===== src/rtl/cfgaddr_pkg.sv =====
package cfgaddr_pkg;
  typedef struct packed {
    logic load;
    logic bad;
  } cfgStrobe_t;

  localparam logic [2:0] CFG_TYPE_CODE = 3'b101;
endpackage


===== src/rtl/cfgaddr_ctrl.sv =====
module cfgaddr_ctrl
  import cfgaddr_pkg::*;
#(
  parameter int IN_W = 9,
  parameter int LIMIT = 255
) (
  input  logic            clk,
  input  logic            rst_n,
  input  logic            reqValid,
  input  logic [IN_W-1:0] busNum,
  input  logic [IN_W-1:0] devFn,
  input  logic [IN_W-1:0] regOff,
  output cfgStrobe_t      strobe,
  output logic            done
);
  localparam logic [IN_W-1:0] MAX_VAL = IN_W'(LIMIT);

  logic outOfRange;
  assign outOfRange = (busNum > MAX_VAL) || (devFn > MAX_VAL) || (regOff > MAX_VAL);

  always_comb begin
    strobe.load = reqValid;
    strobe.bad  = reqValid && outOfRange;
  end

  always_ff @(posedge clk) begin
    if (!rst_n) done <= 1'b0;
    else        done <= reqValid;
  end

  // a request is answered with a pulse in the next cycle
  assert_done_follows_R2: assert property (@(posedge clk) disable iff (!rst_n)
    reqValid |=> done);
  assert_no_stray_done_R2: assert property (@(posedge clk) disable iff (!rst_n)
    !reqValid |=> !done);
endmodule


===== src/rtl/cfgaddr_datapath.sv =====
module cfgaddr_datapath
  import cfgaddr_pkg::*;
#(
  parameter int IN_W = 9,
  parameter int OFF_W = 24,
  parameter int MAP_W = 32,
  parameter int SLOT_SPLIT = 12,
  parameter int SLOT_W = 5
) (
  input  logic             clk,
  input  logic             rst_n,
  input  cfgStrobe_t       strobe,
  input  logic [IN_W-1:0]  busNum,
  input  logic [IN_W-1:0]  devFn,
  input  logic [IN_W-1:0]  regOff,
  output logic [OFF_W-1:0] cfgOffset,
  output logic [MAP_W-1:0] mapValue,
  output logic             illegal
);
  localparam int NUM_SLOTS   = 1 << SLOT_W;
  localparam int SEL_LSB     = 11;
  localparam int WINDOW_BITS = 16;
  localparam int MAP_SHIFT   = SEL_LSB - WINDOW_BITS;

  logic [SLOT_W-1:0] slot;
  logic [2:0]        func;
  logic              remoteBus;
  logic [OFF_W-1:0]  offSel;
  logic [MAP_W-1:0]  mapSel;
  logic [OFF_W-1:0]  offNext;
  logic [MAP_W-1:0]  mapNext;

  assign slot      = devFn[7:3];
  assign func      = devFn[2:0];
  assign remoteBus = (busNum != '0);

  // one decoder per slot; each slot drives either an offset bit or a map bit
  for (genvar s = 0; s < NUM_SLOTS; s++) begin : g_slot
    if (s <= SLOT_SPLIT) begin : g_low
      assign offSel[s+SEL_LSB] = (slot == SLOT_W'(s));
    end else begin : g_high
      assign mapSel[s+MAP_SHIFT] = (slot == SLOT_W'(s));
    end
  end
  assign offSel[SEL_LSB-1:0] = '0;
  if (SLOT_SPLIT + SEL_LSB + 1 < OFF_W) begin : g_offpad
    assign offSel[OFF_W-1:SLOT_SPLIT+SEL_LSB+1] = '0;
  end
  assign mapSel[SLOT_SPLIT+1+MAP_SHIFT-1:0] = '0;
  if (NUM_SLOTS + MAP_SHIFT < MAP_W) begin : g_mappad
    assign mapSel[MAP_W-1:NUM_SLOTS+MAP_SHIFT] = '0;
  end

  always_comb begin
    if (remoteBus) begin
      offNext = OFF_W'({busNum[7:0], devFn[7:0], regOff[7:0]});
      mapNext = MAP_W'({CFG_TYPE_CODE, 1'b1});
    end else begin
      offNext = offSel | OFF_W'({func, regOff[7:0]});
      mapNext = mapSel | MAP_W'({CFG_TYPE_CODE, 1'b0});
    end
  end

  always_ff @(posedge clk) begin
    if (!rst_n) begin
      cfgOffset <= '0;
      mapValue  <= '0;
      illegal   <= 1'b0;
    end else if (strobe.load) begin
      illegal   <= strobe.bad;
      cfgOffset <= strobe.bad ? '0 : offNext;
      mapValue  <= strobe.bad ? '0 : mapNext;
    end
  end

  // an illegal result never carries an address
  assert_illegal_zero_R8: assert property (@(posedge clk) disable iff (!rst_n)
    illegal |-> (cfgOffset == '0 && mapValue == '0));
  // a legal result always carries the configuration type code
  assert_type_code_R3: assert property (@(posedge clk) disable iff (!rst_n)
    (!illegal && mapValue != '0) |-> (mapValue[3:1] == CFG_TYPE_CODE));
  // exactly one device select across offset and map in type 0
  assert_onehot_select_R5_R6: assert property (@(posedge clk) disable iff (!rst_n)
    (!illegal && mapValue != '0 && !mapValue[0]) |->
      ($countones(cfgOffset[OFF_W-1:SEL_LSB]) + $countones(mapValue[MAP_W-1:4]) == 1));
  // results hold between requests
  assert_hold_R2: assert property (@(posedge clk) disable iff (!rst_n)
    !strobe.load |=> ($stable(cfgOffset) && $stable(mapValue) && $stable(illegal)));
endmodule


===== src/rtl/cfgaddr_gen.sv =====
module cfgaddr_gen
  import cfgaddr_pkg::*;
#(
  parameter int IN_W = 9,
  parameter int LIMIT = 255,
  parameter int OFF_W = 24,
  parameter int MAP_W = 32,
  parameter int SLOT_SPLIT = 12
) (
  input  logic             clk,
  input  logic             rst_n,
  input  logic             reqValid,
  input  logic [IN_W-1:0]  busNum,
  input  logic [IN_W-1:0]  devFn,
  input  logic [IN_W-1:0]  regOff,
  output logic [OFF_W-1:0] cfgOffset,
  output logic [MAP_W-1:0] mapValue,
  output logic             done,
  output logic             illegal
);
  cfgStrobe_t strobe;

  cfgaddr_ctrl #(.IN_W(IN_W), .LIMIT(LIMIT)) i_ctrl (
    .clk(clk), .rst_n(rst_n), .reqValid(reqValid),
    .busNum(busNum), .devFn(devFn), .regOff(regOff),
    .strobe(strobe), .done(done)
  );

  cfgaddr_datapath #(.IN_W(IN_W), .OFF_W(OFF_W), .MAP_W(MAP_W),
                     .SLOT_SPLIT(SLOT_SPLIT)) i_datapath (
    .clk(clk), .rst_n(rst_n), .strobe(strobe),
    .busNum(busNum), .devFn(devFn), .regOff(regOff),
    .cfgOffset(cfgOffset), .mapValue(mapValue), .illegal(illegal)
  );
endmodule


===== config.mk =====
export PLATFORM = sky130hd
export DESIGN_NAME = cfgaddr_gen
export DESIGN_NICKNAME = d
export VERILOG_FILES = /design/src/rtl/cfgaddr_pkg.sv /design/src/rtl/cfgaddr_ctrl.sv /design/src/rtl/cfgaddr_datapath.sv /design/src/rtl/cfgaddr_gen.sv
export SDC_FILE = /design/constraint.sdc
export NUM_CORES = 1
export LEC_CHECK = 0
export ABC_AREA = 1
export BUFFER_PORTS_ARGS = -buffer_cell sky130_fd_sc_hd__buf_2
export CORE_AREA = 2 2 74 76
export CTS_BUF_LIST = sky130_fd_sc_hd__clkbuf_8
export DETAILED_ROUTE_END_ITERATION = 8
export DIE_AREA = 0 0 76 78
export MAX_ROUTING_LAYER = met4
export PLACE_DENSITY_LB_ADDON = 0.05
export SLEW_MARGIN = 20
export SYNTH_ARGS = -nofsm -noshare
export SYNTH_HDL_FRONTEND = slang
export SYNTH_HIERARCHICAL = 1
export SYNTH_SLANG_ARGS = --single-unit

===== constraint.sdc =====
create_clock -name clk -period 1.4 [get_ports clk]
set_clock_uncertainty 0.15 [all_clocks]
set_input_delay 0.28 -clock clk [delete_from_list [all_inputs] [get_ports clk]]
set_output_delay 0.28 -clock clk [all_outputs]
set_load 0.01 [all_outputs]

# Yosys cells after proc, flatten, opt, wreduce, memory -nomap -nowiden
# Index checks and enable logic that the tools add are counted.
[classes]
order_cmp = 3
n_eq_ne = 31
mux = 4
n_bitwise = 1
reduce_logical = 5
[op_table]
columns = ["cell", "n"]
rows = [
  ["5-bit equality test, second input constant", 16],
  ["27-bit two-way mux", 2],
  ["24-bit two-way mux", 2],
  ["5-bit by 4-bit equality test with 1-bit output, second input constant", 8],
  ["9-bit by 8-bit > comparator with 1-bit output, second input constant", 3],
  ["24-bit by 11-bit bitwise OR with 24-bit output", 1],
  ["5-bit by 3-bit equality test with 1-bit output, second input constant", 4],
  ["5-bit by 2-bit equality test with 1-bit output, second input constant", 2],
  ["9-bit nonzero test", 1],
  ["5-bit by 1-bit equality test with 1-bit output, second input constant", 1],
  ["5-bit zero test", 1],
  ["1-bit logical OR", 2],
  ["1-bit logical AND", 1],
]
[totals]
register_bits = 58
in_bits = 30
out_inout_bits = 58
wordCells = 48

# Longest topological paths before layout
[depth]
word_depth = 5
mapped_depth = 8
mapped_depth_nobuf = 8

# Cells and area by module
# The synthesis kept the hierarchy.
[modules_own_cells]
columns = ["mod", "instances", "cells_each", "area_each_um2", "seq_area_each_um2"]
rows = [
  ["cfgaddr_datapath", 1, 296, 2197.1, 920.9],
  ["cfgaddr_ctrl", 1, 8, 55.1, 20.0],
]

# Worst setup path before layout
# Ideal clock, no wire load.
[synth_path]
path_type = "input to register"
from = "input devFn[8]"
to = "register i_datapath.mapValue[14]"
setup_time_ps = 69
t_arrival_ps = 1183
t_required_ps = 1181
setup_slack_ps = -2
stages = 7
n_path_buf = 1
path_cell_list = "nor2_1 a21oi_2 or2_4 nor2_8 buf_12 nand3_2 a21oi_2"
[synth_rtl]
columns = ["element", "line", "text"]
rows = [
  ["from (decl)", "cfgaddr_gen.sv:14", "input logic [IN_W-1:0] devFn,"],
  ["to (signal assigned)", "cfgaddr_datapath.sv:72", "mapValue <= strobe.bad ? '0 : mapNext;"],
  ["to (decl)", "cfgaddr_datapath.sv:17", "output logic [MAP_W-1:0] mapValue,"],
]

==> impl_metrics.ini <==
[status]
status = finished clean

[sta]
maxSlewViolCount = 0
fmax_mhz = 756
period_needed_ns = 1.32
rsz0062_at_grt = no
tns_ns = 0
hold_viol_final = 0
fin_crit_sh_pct = 94.4
finalSetupViolations = 0

[global_routing]
gr-total-overflow = 0
antenna_found_initial = 0
track_usage_pct = 18.8
grt_use_met1_pct = 23.6
gr-usage-met2_pct = 31.1
grt-busiest-layer = met2
use_met3_pct = 4.19
first_global_vias = 1915
grt_max_degree = 46
grt_pass1_wl_um = 8850

[yosys]
synth.avg_cell_area_sq_um = 7.41
seq_area_frac_synth_pct = 41.8
syn-cell-area_sq_um = 2250
yosys.area_share.adder_pct = 0
synth_cells = 304
synthXorXnorAreaFrac_pct = 0
yosysWarnings = 6
synth_compound_area_share_pct = 15.4
synthMuxAreaShare_pct = 0
yosys_register_bits = 47
synth_cell_type_count = 25
synth_top_family_by_area = simple AND/OR/NAND/NOR gates
synth-simple-area-share_pct = 30.4

[clock_network]
clockBufferDepth = 2
worstSkewPairLatency_ns = 0.30
cts_resized = 0
clock_sinks = 47
cts_tree = yes
clk_pin_slew_ns = 0.08
clockRootBuffer = clkbuf_8
cts_setup_buffers = 0
hold_buffers = 0
cts_buffers = 5
htree_num_levels = 2

[die]
ios = 88
core_sq_um = 5040
core.rowCount = 26
start_util_pct = 44.7
die_h_um = 78
die_w_um = 76
dieArea_sq_um = 5930

[final_layout]
nFillCells = 501
drive_gt1_share_pct = 35.6
nets = 422
post-route-util_pct = 57.8
multi_input_area_sq_um = 1080
syn_to_final_growth_pct = 29.4
n_antenna_cell = 0
regArea_sq_um = 941

[hold_path]
min_path_type = in -> reg

[power]
intPower_mw = 1.98
p_sw_share_pct = 26.0
cellPowerDensity_nw_per_um2 = 916
power.share.clock_pct = 33.8
p_leak_nw = 1.32
switchingPower_mw = 0.693
p_comb_share_pct = 14.2
power_frac_seq_pct = 52.0
vdd_ir_drop_max_uv = 587

[critical_path]
crit_fanout = 16
startpoint_type = input pin
arrival_ns = 1.41
worstSetupPathType = in -> reg
end_kind = register
cp_num_buf_inv = 1
path_delay_family = simple AND/OR/NAND/NOR gates
cp_slowest_stage_delay_ns = 0.29
crit_path_top_delay_cell = nor2_8
path_cells = buf_2 > nor2_4 > a21oi_2 > or2_4 > nor2_8 > nand4_1 > a21oi_1
crit_required_ns = 1.48

[route]
drt_pass1_iterations = 5
ant_nets = 0
routed_wl_um = 5450
wl_per_cell_um = 11.8
viasPerCell = 4.65
drc = 0
first_iter_violations = 72
num_vias = 2152

[placed_design]
portBuffers = 77
gp_congestion = 0.835
dp_hpwl_um = 3940

[run]
maxCapViolations = 0
-- worst register-to-register path: stages (launching register included) --
cell	delay (ns)
dfxtp_1	0.35
nand2_1	0.06
a21oi_1	0.17
-- final cells by class --
| type | instances | share of cell area, % |
|---|---|---|
| Timing Repair Buffer | 100 | 20.9 |
| Sequential cell | 47 | 32.3 |
| Multi-Input combinational cell | 218 | 37.1 |
| Clock buffer | 7 | 3.31 |
| Tap cell | 70 | 3.01 |
| Clock inverter | 1 | 0.258 |
| Inverter | 20 | 3.22 |
-- power groups by stage --
stage | Clock, mW | Combinational (mW) | Sequential [mW]
floorplan | 0 | 0.222 | 1.44
global placement | 0 | 0.381 | 1.42
detailed placement | 0 | 0.381 | 1.42
CTS | 0.950 | 0.383 | 1.39
global route | 1.00 | 0.420 | 1.39
finish | 0.903 | 0.379 | 1.39
-- path summary, 6_finish.rpt --
path | startpoint | cells after the start | slack (ns) | end
worst max-delay path | devFn[8] | 7 | 0.08 | i_datapath/mapValue[19]
worst min-delay path | rst_n | 3 | 0.04 | i_ctrl/done
worst max register to register | i_datapath/mapValue[19] | 2 | 0.60 | i_datapath/mapValue[19]
worst min register to register | i_datapath/cfgOffset[7] | 2 | 0.31 | i_datapath/cfgOffset[7]
-- routing by layer --
layer	vias up	wire, um
met5	-	0
met4	0	53
met3	5	242
met2	57	2560
met1	957	2600
li1	1133	-
-- synth_stat cells, drive strengths merged --
library cell / n / share of area (%)
a21oi: 46 / 12
buf: 20 / 6.9
bufinv: 1 / 0.78
clkbuf: 8 / 1.3
conb: 1 / 0.17
dfxtp: 47 / 42
inv: 19 / 3.2
nand2: 95 / 16
nand3: 24 / 7.6
nand4: 4 / 1.1
nor2: 23 / 4.9
nor3: 3 / 0.67
o21ai: 6 / 1.3
o21bai: 6 / 2.0
or2: 1 / 0.39
-- logic make-up (layout without fill, tap and decap cells) --
logic type,Yosys count,in the layout
and+or+nand+nor,150,150
AOI/OAI and AO/OA,58,58
other,1,10
DFF,47,47
buffers and inverters,48,128
-- metrics by stage --
step                      cells  instance area [sq um]  hold WS [ns]  setup WS [ns]  power, mW
after floorplan             313                   2310         0.223        0.00312       1.66
after CTS                   463                   2910        0.0296         0.0817       2.72
after global placement      455                   2810         0.299         -0.217       1.80
after global routing        463                   2910        0.0431         0.0157       2.82
after detailed placement    455                   2810         0.302         -0.229       1.80
final                       463                   2910        0.0409         0.0780       2.67
-- registers in the layout (all words and copies together) (netlist names) --
| signal | flops |
|---|---|
| i_ctrl/done | 1 |
| i_datapath/illegal | 1 |
| i_datapath/cfgOffset | 24 |
| i_datapath/mapValue | 21 |
-- placed cells by master, fill, tap and decap left out, types with 6 or more instances in the layout --
| master | n |
|---|---|
| conb_1 | 10 |
| clkbuf_8 | 7 |
| nand3_1 | 14 |
| buf_4 | 19 |
| a21oi_1 | 35 |
| inv_1 | 14 |
| dfxtp_1 | 47 |
| nand3_2 | 10 |
| buf_2 | 77 |
| a21oi_2 | 11 |
| nand2_1 | 95 |
| nor2_1 | 19 |
| o21bai_1 | 6 |
(Power assumes the default switching activity.)
